==> src/rtl/hwinv_pkg.sv <==
package hwinv_pkg;
    typedef enum logic {
        ISS_IDLE = 1'b0,
        ISS_SEND = 1'b1
    } iss_state_e;

    typedef enum logic {
        GATE_OPEN = 1'b0,
        GATE_HELD = 1'b1
    } gate_state_e;
endpackage

==> src/rtl/hwinv_outstanding.sv <==
module hwinv_outstanding #(
    parameter int NUM_CU = 4,
    parameter int CNT_W  = 4
) (
    input  logic              clk,
    input  logic              rst_n,
    input  logic              issue,
    input  logic [NUM_CU-1:0] ack,
    output logic              room,
    output logic              zero
);
    localparam int MAXV  = (1 << CNT_W) - 1;
    localparam int LIMIT = MAXV - NUM_CU;
    localparam int SUM_W = CNT_W + 1;

    logic [CNT_W-1:0] count_q;
    logic [SUM_W-1:0] ack_sum;
    logic [SUM_W-1:0] next_sum;

    always_comb begin
        ack_sum = '0;
        for (int i = 0; i < NUM_CU; i++) begin
            ack_sum = ack_sum + SUM_W'(ack[i]);
        end
        next_sum = SUM_W'(count_q) + SUM_W'(issue) - ack_sum;
    end

    always_ff @(posedge clk) begin
        if (!rst_n) begin
            count_q <= '0;
        end else begin
            count_q <= next_sum[CNT_W-1:0];
        end
    end

    assign room = (SUM_W'(count_q) <= SUM_W'(LIMIT));
    assign zero = (count_q == '0);

    AST_NO_OVERFLOW: assert property (@(posedge clk) disable iff (!rst_n)
        !(issue && (SUM_W'(count_q) == SUM_W'(MAXV)) && (ack == '0)));

    AST_NO_UNDERFLOW: assert property (@(posedge clk) disable iff (!rst_n)
        ack_sum <= SUM_W'(count_q) + SUM_W'(issue));
endmodule

==> src/rtl/hwinv_issue_fsm.sv <==
module hwinv_issue_fsm
    import hwinv_pkg::*;
#(
    parameter int ADDR_W     = 32,
    parameter int NUM_CU     = 4,
    parameter int LINE_BYTES = 64
) (
    input  logic              clk,
    input  logic              rst_n,
    input  logic              wr_valid,
    input  logic [ADDR_W-1:0] wr_addr,
    input  logic              in_window,
    input  logic              admit,
    output logic              wr_ready,
    output logic [NUM_CU-1:0] inv_valid,
    output logic [ADDR_W-1:0] inv_addr,
    output logic              issuing,
    output logic              issue_pulse
);
    localparam int OFF_W = $clog2(LINE_BYTES);
    localparam int IDX_W = (NUM_CU > 1) ? $clog2(NUM_CU) : 1;
    localparam logic [IDX_W-1:0] LAST_IDX = IDX_W'(NUM_CU - 1);

    iss_state_e        state_q, state_d;
    logic [IDX_W-1:0]  idx_q, idx_d;
    logic [ADDR_W-1:0] line_q, line_d;
    logic              take;

    assign wr_ready = (state_q == ISS_IDLE) && admit;
    assign take     = wr_valid && wr_ready && in_window;

    always_comb begin
        state_d = state_q;
        idx_d   = idx_q;
        line_d  = line_q;
        unique case (state_q)
            ISS_IDLE: begin
                if (take) begin
                    state_d = ISS_SEND;
                    idx_d   = '0;
                    line_d  = {wr_addr[ADDR_W-1:OFF_W], {OFF_W{1'b0}}};
                end
            end
            ISS_SEND: begin
                if (idx_q == LAST_IDX) begin
                    state_d = ISS_IDLE;
                    idx_d   = '0;
                end else begin
                    idx_d = idx_q + 1'b1;
                end
            end
        endcase
    end

    always_ff @(posedge clk) begin
        if (!rst_n) begin
            state_q <= ISS_IDLE;
            idx_q   <= '0;
            line_q  <= '0;
        end else begin
            state_q <= state_d;
            idx_q   <= idx_d;
            line_q  <= line_d;
        end
    end

    for (genvar g = 0; g < NUM_CU; g++) begin : g_cu
        assign inv_valid[g] = (state_q == ISS_SEND) && (idx_q == IDX_W'(g));
    end

    assign inv_addr    = line_q;
    assign issuing     = (state_q == ISS_SEND);
    assign issue_pulse = (state_q == ISS_SEND);

    AST_ISSUE_ORDER: assert property (@(posedge clk) disable iff (!rst_n)
        (state_q == ISS_SEND && idx_q != LAST_IDX) |=> (idx_q == $past(idx_q) + 1'b1));

    AST_LINE_ALIGN: assert property (@(posedge clk) disable iff (!rst_n)
        (|inv_valid) |-> (inv_addr[OFF_W-1:0] == '0));
endmodule

==> src/rtl/hwinv_launch_gate.sv <==
module hwinv_launch_gate
    import hwinv_pkg::*;
(
    input  logic clk,
    input  logic rst_n,
    input  logic launch_req,
    input  logic drained,
    output logic launch_grant
);
    gate_state_e state_q, state_d;

    always_comb begin
        state_d = state_q;
        unique case (state_q)
            GATE_OPEN: if (launch_req && drained) state_d = GATE_HELD;
            GATE_HELD: if (!launch_req)           state_d = GATE_OPEN;
        endcase
    end

    always_ff @(posedge clk) begin
        if (!rst_n) state_q <= GATE_OPEN;
        else        state_q <= state_d;
    end

    always_comb begin
        launch_grant = 1'b0;
        unique case (state_q)
            GATE_OPEN: launch_grant = launch_req && drained;
            GATE_HELD: launch_grant = 1'b0;
        endcase
    end

    AST_GRANT_PULSE: assert property (@(posedge clk) disable iff (!rst_n)
        launch_grant |=> !launch_grant);
endmodule

==> src/rtl/hwinv_tracker.sv <==
module hwinv_tracker #(
    parameter int          ADDR_W     = 32,
    parameter int          NUM_CU     = 4,
    parameter int          LINE_BYTES = 64,
    parameter int          CNT_W      = 4,
    parameter logic [31:0] APER_BASE  = 32'h1000_0000,
    parameter logic [31:0] APER_LAST  = 32'h1FFF_FFFF
) (
    input  logic              clk,
    input  logic              rst_n,
    input  logic              host_wr_valid,
    input  logic [ADDR_W-1:0] host_wr_addr,
    output logic              host_wr_ready,
    output logic [NUM_CU-1:0] inv_valid,
    output logic [ADDR_W-1:0] inv_addr,
    input  logic [NUM_CU-1:0] inv_ack,
    input  logic              launch_req,
    output logic              launch_grant,
    output logic              busy
);
    localparam logic [ADDR_W-1:0] WIN_LO = ADDR_W'(APER_BASE);
    localparam logic [ADDR_W-1:0] WIN_HI = ADDR_W'(APER_LAST);

    logic in_window, room, zero, issuing, issue_pulse, drained;

    assign in_window = (host_wr_addr >= WIN_LO) && (host_wr_addr <= WIN_HI);

    hwinv_issue_fsm #(
        .ADDR_W(ADDR_W), .NUM_CU(NUM_CU), .LINE_BYTES(LINE_BYTES)
    ) u_issue (
        .clk(clk), .rst_n(rst_n),
        .wr_valid(host_wr_valid), .wr_addr(host_wr_addr),
        .in_window(in_window), .admit(room && !launch_req),
        .wr_ready(host_wr_ready),
        .inv_valid(inv_valid), .inv_addr(inv_addr),
        .issuing(issuing), .issue_pulse(issue_pulse)
    );

    hwinv_outstanding #(
        .NUM_CU(NUM_CU), .CNT_W(CNT_W)
    ) u_count (
        .clk(clk), .rst_n(rst_n),
        .issue(issue_pulse), .ack(inv_ack),
        .room(room), .zero(zero)
    );

    assign drained = zero && !issuing;
    assign busy    = !drained;

    hwinv_launch_gate u_gate (
        .clk(clk), .rst_n(rst_n),
        .launch_req(launch_req), .drained(drained),
        .launch_grant(launch_grant)
    );

    AST_INV_ONEHOT: assert property (@(posedge clk) disable iff (!rst_n)
        $onehot0(inv_valid));

    AST_NO_READY_ISSUE: assert property (@(posedge clk) disable iff (!rst_n)
        (|inv_valid) |-> !host_wr_ready);

    AST_GRANT_QUIET: assert property (@(posedge clk) disable iff (!rst_n)
        launch_grant |-> (inv_valid == '0));

    AST_LAUNCH_BLOCKS_WR: assert property (@(posedge clk) disable iff (!rst_n)
        launch_req |-> !host_wr_ready);
endmodule

==> config.mk <==
export PLATFORM = sky130hd
export DESIGN_NAME = hwinv_tracker
export DESIGN_NICKNAME = d
export VERILOG_FILES = /design/src/rtl/hwinv_pkg.sv /design/src/rtl/hwinv_outstanding.sv /design/src/rtl/hwinv_issue_fsm.sv /design/src/rtl/hwinv_launch_gate.sv /design/src/rtl/hwinv_tracker.sv
export SDC_FILE = /design/constraint.sdc
export NUM_CORES = 1
export LEC_CHECK = 0
export ABC_AREA = 1
export ABC_CLOCK_PERIOD_IN_PS = 6800
export BUFFER_PORTS_ARGS = -buffer_cell sky130_fd_sc_hd__buf_2
export CAP_MARGIN = 10
export CORE_ASPECT_RATIO = 0.7
export CORE_MARGIN = 3
export CORE_UTILIZATION = 40
export DETAILED_ROUTE_END_ITERATION = 10
export PLACE_DENSITY = 0.77
export SYNTH_ARGS = -nofsm -noshare
export SYNTH_HDL_FRONTEND = slang
export SYNTH_HIERARCHICAL = 1
export SYNTH_SLANG_ARGS = --single-unit
==> constraint.sdc <==
create_clock -name clk -period 6.8 [get_ports clk]
set_input_delay 2.04 -clock clk [delete_from_list [all_inputs] [get_ports clk]]
set_output_delay 2.04 -clock clk [all_outputs]
set_load 0.02 [all_outputs]
==> run summary <==
The placer's final routability congestion estimate was 0.734. The antenna cell count is 0. The via count of the first global-routing pass is 1318.

The run gives 0.00160 mm2 as the cell area after synthesis. Counting every sink on the clock net gives 34. In this run the vertical extent of the chip is 58.9 um. STA classifies the critical path endpoint as an output port. Setup total negative slack: 0 ps. TritonCTS built the clock tree.

Leaving out filler cells and counting taps, the final layout contains 321. The effective utilization at floorplan is 0.436. The tools report the required arrival time at the worst endpoint as 4760 ps. The run finished with clean final reports. The largest fanout of any net on the critical path was 3. The tools report the die footprint as 0.00480 mm2. The worst setup path is of the input port to output port kind. The later pin in the worst-skew pair is clocked with a latency of 270 ps.

Hold is met by 479 ps. The run gives 0 as the number of pins with negative max-slew slack in the final report. The top cell family by delay on the critical path was buffers and inverters. Buffers placed on the I/O ports in this run total 66.

The initial antenna violation count is 0. The internal power of the cells is 0.344 mW, and the half-perimeter wire length of the detailed placement result is 2.52 mm. The most numerous cell type found on the critical path is sky130_fd_sc_hd__buf_2.

Including well taps, the total number of placed cells is 313. Counting I/O delays and the setup requirement, the final critical path takes 4640 ps. The post-layout net count is 321, and the depth of the worst hold-timing path is 2.

The sequential area share after synthesis was 0.426; the switching power summed over all nets was 0.148 mW. The post-route core utilization is 0.539, and the stage delay of the slowest cell on the critical path is 180 ps. The worst setup path is launched from an input port. Setup repair after global routing left no endpoint under its margin. The proportion of power drawn by combinational gates was 0.243; the maximum resistive drop on vdd was 0.121 mV.

The final cell area excluding filler cells is 0.00198 mm2, and the fraction of power consumed by the clock network is 0.301. The tree is rooted in a sky130_fd_sc_hd__clkbuf_8. The critical path contains buffers and inverters numbering 3 combined. The netlist uses 26 different library cells.

For this run, the detailed router's first-pass iteration total came to 4. The logs give 363 for the number of filler instances in the final layout and 2600 ps for the endpoint arrival time on the critical path. The slew at the pin closest to its max-slew limit was 519 ps. In this run the critical register-to-register path is captured at u_count/count_q[3]$_SDFF_PN0_. In this run the horizontal extent of the chip is 81.6 um.

Setup violations remaining at the end of the flow were counted as 0. The fraction of layout cells with a size suffix above 1 is 0.295. The routed length per instance is 10.5 um.

For this block, the routed nets add up to 3.36 mm of wire. The via density per instance works out to 4.39. The path class of the tightest hold or removal check is register to register. In this run the power density over the cells is 249 mW/mm2.

The setup check on the worst reg-to-reg path leaves a slack of 4550 ps. Switching power share of the total: 0.301. Source of the worst register-to-register timing path: u_issue/issue_pulse$_SDFF_PN0_. Among all stages on the critical path, the largest delay is contributed by sky130_fd_sc_hd__buf_2. The count of routing violations after the opening detailed-route iteration is 28, and the number of endpoints with negative hold slack in the final report is 0.

Post-route fraction of the period consumed by the critical path: 0.683. The count of vias placed by the detailed router is 1409, and the leakage power is 1.08 nW. The number of clock buffers added by TritonCTS is 5. For the post-CTS resize count, the log shows 0. The share of total power in sequential cells is 0.457, and the mean instance size in the synthesized netlist is 7.72 um2. The number of hold buffers added after CTS was 0. Yosys printed 6 warnings. Entering global routing, the biggest net connects 34 pins. Start point of the worst min-delay path: u_issue/inv_addr[20]$_SDFFE_PN0P_.

From synthesis to final layout, the design area changed by 23.8%. The placed standard-cell area was 0.00189 mm2; the highest clock rate was 0.215 GHz. Walking the worst path, the cells encountered are buf_2, nor2_1, inv_1, nor2_4, buf_2. 79 I/O pins were placed. The setup skew after layout is 2.86 ps.

The overall fraction of global-route tracks in use was 0.146; the depth of the worst register-to-register path was 6. The maximum level of the CTS H-tree was 2; the number of cells on the critical path was 5. Max-cap violations in this run came to 0.

The total overflow reported by the global router was 0. The count of nets left with antenna violations once routing finished came out at 0. Number of buffers inserted to repair setup after CTS: 0. The DRC violation count after routing is 0. Row generation in the floorplan step produced 18 rows. The clock passes through at most 2 buffers. For the post-synthesis instance total, the log shows 207. In this run the standard cell core region covers 0.00367 mm2. The number of flip-flops and latches in the synthesized netlist is 34. The path with the worst hold slack has its endpoint at u_issue/inv_addr[20]$_SDFFE_PN0P_. Register clock-pin slew on the reported worst setup and hold paths: 70 ps. The first global-routing pass estimated 5.34 mm of wire.

The tools report the relative slew slack as 0.654.
## kinds of logic (layout without fill, tap and decap cells)
| group | count (synthesis) | in the layout | synth area share |
|---|---|---|---|
| buffers and inverters | 45 | 104 | 0.149 |
| AND/OR/NAND/NOR | 86 | 86 | 0.220 |
| AO/OA/AOI/OAI | 30 | 30 | 0.0986 |
| flip-flops | 34 | 34 | 0.426 |
| adder cells (fa/ha/maj) | 11 | 11 | 0.105 |
| other | 1 | 6 | 0.00235 |
## routing by layer
| metal | GRT usage | vias up | routed length [um] |
|---|---|---|---|
| li1 | - | 736 | - |
| met1 | 0.166 | 624 | 1510 |
| met2 | 0.249 | 44 | 1510 |
| met3 | 0.0612 | 5 | 317 |
| met4 | 0.0498 | 0 | 25 |
| met5 | 0 | - | 0 |
## placed cells by master, fill, tap and decap left out
cell type / instances
sky130_fd_sc_hd__o21ai_1: 9
sky130_fd_sc_hd__nand3b_1: 1
sky130_fd_sc_hd__nor2_2: 1
sky130_fd_sc_hd__nor4_1: 1
sky130_fd_sc_hd__o21ai_2: 1
sky130_fd_sc_hd__buf_2: 66
sky130_fd_sc_hd__nand3_1: 2
sky130_fd_sc_hd__or2_1: 1
sky130_fd_sc_hd__clkbuf_1: 1
sky130_fd_sc_hd__nand2_4: 1
sky130_fd_sc_hd__clkinv_2: 1
sky130_fd_sc_hd__conb_1: 6
sky130_fd_sc_hd__a21oi_2: 1
sky130_fd_sc_hd__inv_4: 1
sky130_fd_sc_hd__nand2_1: 21
sky130_fd_sc_hd__dfxtp_1: 34
sky130_fd_sc_hd__inv_2: 1
sky130_fd_sc_hd__o21ai_0: 16
sky130_fd_sc_hd__inv_1: 28
sky130_fd_sc_hd__a21oi_1: 3
sky130_fd_sc_hd__clkbuf_8: 6
sky130_fd_sc_hd__fa_1: 4
sky130_fd_sc_hd__ha_1: 7
sky130_fd_sc_hd__nor2_4: 1
sky130_fd_sc_hd__nor2_1: 57
## metrics by stage
step                      setup slack, ps  power (mW)
after global routing                 2110       0.523
after floorplan                      2400       0.316
after global placement               2170       0.342
after detailed placement             2150       0.350
after CTS                            2150       0.500
final                                2160       0.493
## final cells by class
cell class              instances  area (um2)  area share
clock buffers                   7        86.3      0.0436
clock inverters                 1        5.00     0.00253
inverters                      30         115      0.0582
multi-input cells             133         699       0.353
flip-flops and latches         34         681       0.344
well taps                      50        62.6      0.0316
repair buffers                 66         330       0.167
## power groups by stage
stage | Sequential, mW | Clock [mW] | Combinational (mW)
floorplan | 0.230 | 0 | 0.0858
global placement | 0.229 | 0 | 0.113
detailed placement | 0.229 | 0 | 0.121
CTS | 0.225 | 0.154 | 0.122
global route | 0.226 | 0.161 | 0.135
finish | 0.225 | 0.148 | 0.119
## registers in the layout, indices dropped and copies added (netlist names)
signal,count
u_issue/inv_addr,26
u_count/count_q,4
u_issue/idx_q,2
u_gate/state_q,1
u_issue/issue_pulse,1
## cell usage after synthesis (all sizes together)
library cell	count	area share
nor2	59	0.14
dfxtp	34	0.43
inv	30	0.072
o21ai	26	0.084
nand2	22	0.056
buf	13	0.072
ha	7	0.055
a21oi	4	0.015
fa	4	0.050
clkbuf	2	0.0047
nand3	2	0.0063
conb	1	0.0023
nand3b	1	0.0047
nor4	1	0.0039
or2	1	0.0039
## worst max-delay path by stage
stage / endpoint / startpoint / slack [ps]
after floorplan: launch_grant / launch_req / 2400
after global placement: host_wr_ready / launch_req / 2170
after detailed placement: host_wr_ready / launch_req / 2150
after CTS: host_wr_ready / launch_req / 2150
after global routing: host_wr_ready / launch_req / 2110
final: host_wr_ready / launch_req / 2160
## worst register-to-register path, delay by kind of cell (launching register included)
kind,cells,cell delay (ps)
adder cells (fa/ha/maj),4,1350
AO/OA/AOI/OAI,1,110
flip-flops,1,580
AND/OR/NAND/NOR,1,160
Note: power is estimated with default switching activity, not from simulation.
